[src/rtl/rx_fifo_trig.sv]
module rx_fifo_trig #(
  parameter int DEPTH = 8,
  parameter int WMAX  = 16,
  localparam int PW = $clog2(DEPTH),
  localparam int LW = $clog2(DEPTH + 1),
  localparam int BW = $clog2(WMAX + 1)
) (
  input  logic            clk,
  input  logic            rst_n,
  input  logic            fifo_en,
  input  logic [LW-1:0]   trig_lvl,
  input  logic            err_en,
  input  logic            flush,
  input  logic [BW-1:0]   word_bits,
  input  logic            wr_vld,
  input  logic [WMAX-1:0] wr_data,
  input  logic            rd_req,
  output logic [WMAX-1:0] rd_data,
  output logic [LW-1:0]   fill_lvl,
  output logic            rx_err,
  output logic            rx_irq
);

  logic [WMAX-1:0] mem [DEPTH];
  logic [PW-1:0]   wp, rp;
  logic [LW-1:0]   cnt;
  logic [WMAX-1:0] hold;
  logic            hfull;

  wire [WMAX-1:0] mask  = ~({WMAX{1'b1}} << word_bits);
  wire [WMAX-1:0] din   = wr_data & mask;
  wire            full  = cnt == LW'(DEPTH);
  wire            empty = cnt == '0;

  wire pop  = fifo_en & rd_req & ~empty;
  wire ovw  = fifo_en & wr_vld & full & ~rd_req;
  wire push = fifo_en & wr_vld & ~ovw;

  wire [LW-1:0] cnt_nx = cnt + LW'(push) - LW'(pop);

  wire irq_q  = (wr_vld & ((cnt_nx >= trig_lvl) | ovw)) | (rd_req & empty);
  wire irq_nx = fifo_en ? irq_q : wr_vld;
  wire err_nx = err_en & (fifo_en ? ovw : (wr_vld & hfull & ~rd_req));

  always_ff @(posedge clk) begin
    if (push)
      mem[wp] <= din;
    else if (ovw)
      mem[wp - PW'(1)] <= din;
  end

  always_ff @(posedge clk or negedge rst_n) begin
    if (!rst_n) begin
      wp     <= '0;
      rp     <= '0;
      cnt    <= '0;
      hold   <= '0;
      hfull  <= 1'b0;
      rx_err <= 1'b0;
      rx_irq <= 1'b0;
    end else if (flush) begin
      wp     <= '0;
      rp     <= '0;
      cnt    <= '0;
      hfull  <= 1'b0;
      rx_err <= 1'b0;
      rx_irq <= 1'b0;
    end else begin
      if (push) wp <= wp + PW'(1);
      if (pop)  rp <= rp + PW'(1);
      cnt <= cnt_nx;
      if (!fifo_en) begin
        if (wr_vld) begin
          hold  <= din;
          hfull <= 1'b1;
        end else if (rd_req) begin
          hfull <= 1'b0;
        end
      end
      if (err_nx) rx_err <= 1'b1;
      rx_irq <= irq_nx;
    end
  end

  assign rd_data  = fifo_en ? (empty ? '0 : mem[rp]) : (hfull ? hold : '0);
  assign fill_lvl = fifo_en ? cnt : LW'(hfull);

endmodule

[config.mk]
export PLATFORM = sky130hd
export DESIGN_NAME = rx_fifo_trig
export DESIGN_NICKNAME = d
export VERILOG_FILES = /design/src/rtl/rx_fifo_trig.sv
export SDC_FILE = /design/constraint.sdc
export NUM_CORES = 1
export LEC_CHECK = 0
export BUFFER_PORTS_ARGS = -buffer_cell sky130_fd_sc_hd__buf_2
export CAP_MARGIN = 20
export CORE_MARGIN = 8
export CORE_UTILIZATION = 60
export DETAILED_ROUTE_END_ITERATION = 8
export PLACE_DENSITY = 0.8
export SLEW_MARGIN = 10
export SYNTH_ARGS = -nofsm -noshare
export SYNTH_HDL_FRONTEND = slang
export SYNTH_SLANG_ARGS = --single-unit
[constraint.sdc]
create_clock -name clk -period 3.8 [get_ports clk]
set_input_delay 0.38 -clock clk [delete_from_list [all_inputs] [get_ports clk]]
set_output_delay 0.38 -clock clk [all_outputs]
set_load 0.005 [all_outputs]
==> flow_metrics.env <==
export IMPL_place_congestion=0.812
export IMPL_critical_path_max_stage_delay_ns=0.55
export IMPL_cp_common_cell="ha_1"
export IMPL_fin_tns_setup_ns=0
export IMPL_die_area_um2=14900
export IMPL_grt_ovfl_total=0
export IMPL_drtIter0Drc=443
export IMPL_dp_cells=580
export IMPL_ys_warn_count=0
export IMPL_ant_nets=0
export IMPL_min_path_type="in -> async"
export IMPL_setup_ws_ns=0.626
export IMPL_power_density_nw_per_um2=579
export IMPL_fin_cells=613
export IMPL_track_usage_pct=21.3
export IMPL_diodes=0
export IMPL_hold_violations=0
export IMPL_initial_core_util_pct=61.8
export IMPL_cts_root_buf="clkbuf_16"
export IMPL_core_area_um2=10900
export IMPL_cts_resized=0
export IMPL_cap_violations=0
export IMPL_slew_viol_final=0
export IMPL_place_area_um2=7200
export IMPL_clock_sinks=157
export IMPL_period_share_pct=83.5
export IMPL_finalPower_mw=4.53
export IMPL_antenna_found_initial=0
export IMPL_leakage_nw=2.88
export IMPL_wire_per_inst_um=24.8
export IMPL_avgViaCountPerCell=6.44
export IMPL_syn_avg_cell_area_um2=17.1
export IMPL_cp_arrival_ns=3.47
export IMPL_rsz0062_at_grt="false"
export IMPL_synthDistinctLibCells=45
export IMPL_critPathKind="reg -> reg"
export IMPL_clock_latency_ns=0.42
export IMPL_dp_hpwl_um=8890
export IMPL_clkTransAtPathRegs_ns=0.06
export IMPL_cp_slowest_cell="or4b_1"
export IMPL_grt_pass1_wl_um=23200
export IMPL_ys_ff_latch=157
export IMPL_ir_worst_vdd_mv=0.325
export IMPL_fin_hold_ws_ns=0.0573
export IMPL_critical_path_max_fanout=6
export IMPL_fmax_ghz=0.315
export IMPL_met1_usage_pct=28.7
export IMPL_grt_max_degree=31
export IMPL_r2r_start="cnt[2]$_DFF_PN0_"
export IMPL_synthCells=395
export IMPL_drc=0
export IMPL_cts_buffers=17
export IMPL_firstDrtPassIters=6
export IMPL_period_needed_ns=3.17
export IMPL_htreeDepth=4
export IMPL_ioPinCount=54
export IMPL_critPathBufInv=2
export IMPL_place_port_buffers=53
export IMPL_hold_buffers=0
export IMPL_num_vias=3948
export IMPL_ys_seq_area_share_pct=67.6
export IMPL_synthesis_nets=441
export IMPL_place_ws_ns=0.656
export IMPL_startpoint="cnt[2]$_DFF_PN0_"
export IMPL_fin_util_pct=71.6
export IMPL_critPathRequiredTime_ns=4.09
export IMPL_worstSetupStartpointType="flip-flop"
export IMPL_layout_common_cells="128 x edfxtp_1, 53 x buf_2, 32 x mux4_2"
export IMPL_fin_area_um2=7830
export IMPL_cts_tree="yes"
export IMPL_rows=38
export IMPL_nets=506
export IMPL_relSlewSlack_pct=25.7
export IMPL_worstSetupEndpointType="flip-flop"
export IMPL_setup_viol=0
export IMPL_critPathTopFamily="compound AO/OA/AOI/OAI gates"
export IMPL_fillers=660
export IMPL_tightest_slew_ns=1.10
export IMPL_first_global_vias=4034
export IMPL_drive_gt1_share_pct=32.8
export IMPL_grt_use_met2_pct=33.1
export IMPL_skew_ns=0.00840
export IMPL_clockBufferDepth=2
export IMPL_die_y_um=122
export IMPL_crit_chain="inv_1 > ha_1 > or4b_1 > nand2_1 > ha_1 > inv_1 > ha_1 > a21o_1 > a21oi_1 > xor2_1 > ha_1 > o311ai_0 > o41a_2 > o21ai_0"
export IMPL_synthToLayoutAreaGrowth_pct=15.7
export IMPL_gr_max_usage_layer="met2"
export IMPL_status="finished clean"
export IMPL_gr_usage_met3_pct=5.60
export IMPL_die_w_um=122
export IMPL_postCtsSetupRepairBufs=0
export IMPL_routed_wl_um=15200
export IMPL_synth_area_um2=6760
export IMPL_mostFrequentLayoutCell="edfxtp_1"
-- state kept, by name (all words and copies together), names as in the netlist --
name,flops
mem,128
hold,16
cnt,4
rp,3
wp,3
hfull,1
rx_err,1
rx_irq,1
-- report_power, final --
| part | leakage (nW) | internal, mW | switching [mW] |
|---|---|---|---|
| combinational | 1.05 | 0.371 | 0.374 |
| clock | 0.297 | 1.11 | 0.644 |
| sequential | 1.54 | 1.96 | 0.0746 |
-- final timing paths --
kind                            cells after the start                   end  slack (ns)
worst max-delay path                               14      rx_irq$_DFF_PN0_        0.63
worst min register to register                      1  hold[15]$_DFFE_PN0P_        0.52
max in group asynchronous                           1     rp[0]$_DFFE_PN0P_        3.17
worst max register to register                     14      rx_irq$_DFF_PN0_        0.63
worst min-delay path                                1      cnt[0]$_DFF_PN0_        0.06
min in group clk                                    3    rx_err$_DFFE_PN0P_        0.23
-- Yosys cell counts (all sizes together) --
library cell  count  area share (%)
and2             23             2.2
mux4             32              11
xnor2             2            0.26
a21o              3            0.35
o41ai             1            0.13
clkbuf           12            0.67
a21boi            5            0.56
mux2i             1            0.15
a21oi             7            0.52
o21ai             3            0.22
fa                1            0.30
nand2b            1           0.093
dfrtp            29              11
nand3             3            0.22
o31a              1            0.13
o21a              7            0.78
a41oi             2            0.26
a31oi             2            0.18
buf              10             1.1
nand2            12            0.67
or3b              1            0.17
and3              2            0.28
nor3              2            0.15
nor4              3            0.28
mux2             16             2.7
inv              15            0.83
o41a              2            0.35
ha               13             2.4
or4b              1            0.15
xor2              5            0.65
a32o              1            0.15
nor2b             7            0.65
nor4b             1            0.35
a221o            16             2.4
nand4             2            0.18
edfxtp          128              57
nor2             22             1.2
o311ai            1            0.13
-- area by class of cell --
cell class / count / area (µm²) / share of cell area [%]
clock buffers: 20 / 447 / 5.71
multi-input cells: 201 / 2010 / 25.7
inverters: 15 / 56.3 / 0.720
repair buffers: 68 / 390 / 4.99
flip-flops and latches: 157 / 4570 / 58.4
well taps: 140 / 175 / 2.24
clock inverters: 12 / 171 / 2.19
-- layer usage --
metal  up-vias  part of all wire (%)  wire length, µm
met4         0                   1.9              291
met5         -                     0                0
met2       239                    48             7250
met3        23                   9.2             1400
li1       1683                     -                -
met1      2003                    41             6250
-- worst register-to-register path, cell delays in order, from the launching register on --
cell and delay [ns]:
dfrtp_1 0.36, inv_1 0.12, ha_1 0.20, or4b_1 0.55
nand2_1 0.16, ha_1 0.15, inv_1 0.06, ha_1 0.27
a21o_1 0.16, a21oi_1 0.16, xor2_1 0.10, ha_1 0.18
o311ai_0 0.32, o41a_2 0.20, o21ai_0 0.06
-- cells by family (layout without fill, tap and decap cells) --
group | Yosys count | in the layout | share of synthesized area [%]
DFF | 157 | 157 | 67.6
and+or+nand+nor | 80 | 80 | 6.59
AOI/OAI and AO/OA | 51 | 51 | 6.12
muxes | 49 | 49 | 13.5
buffers and inverters | 37 | 115 | 2.65
adders and majority gates | 14 | 14 | 2.70
xor gates and xnor gates | 7 | 7 | 0.907
(Power assumes the default switching activity.)
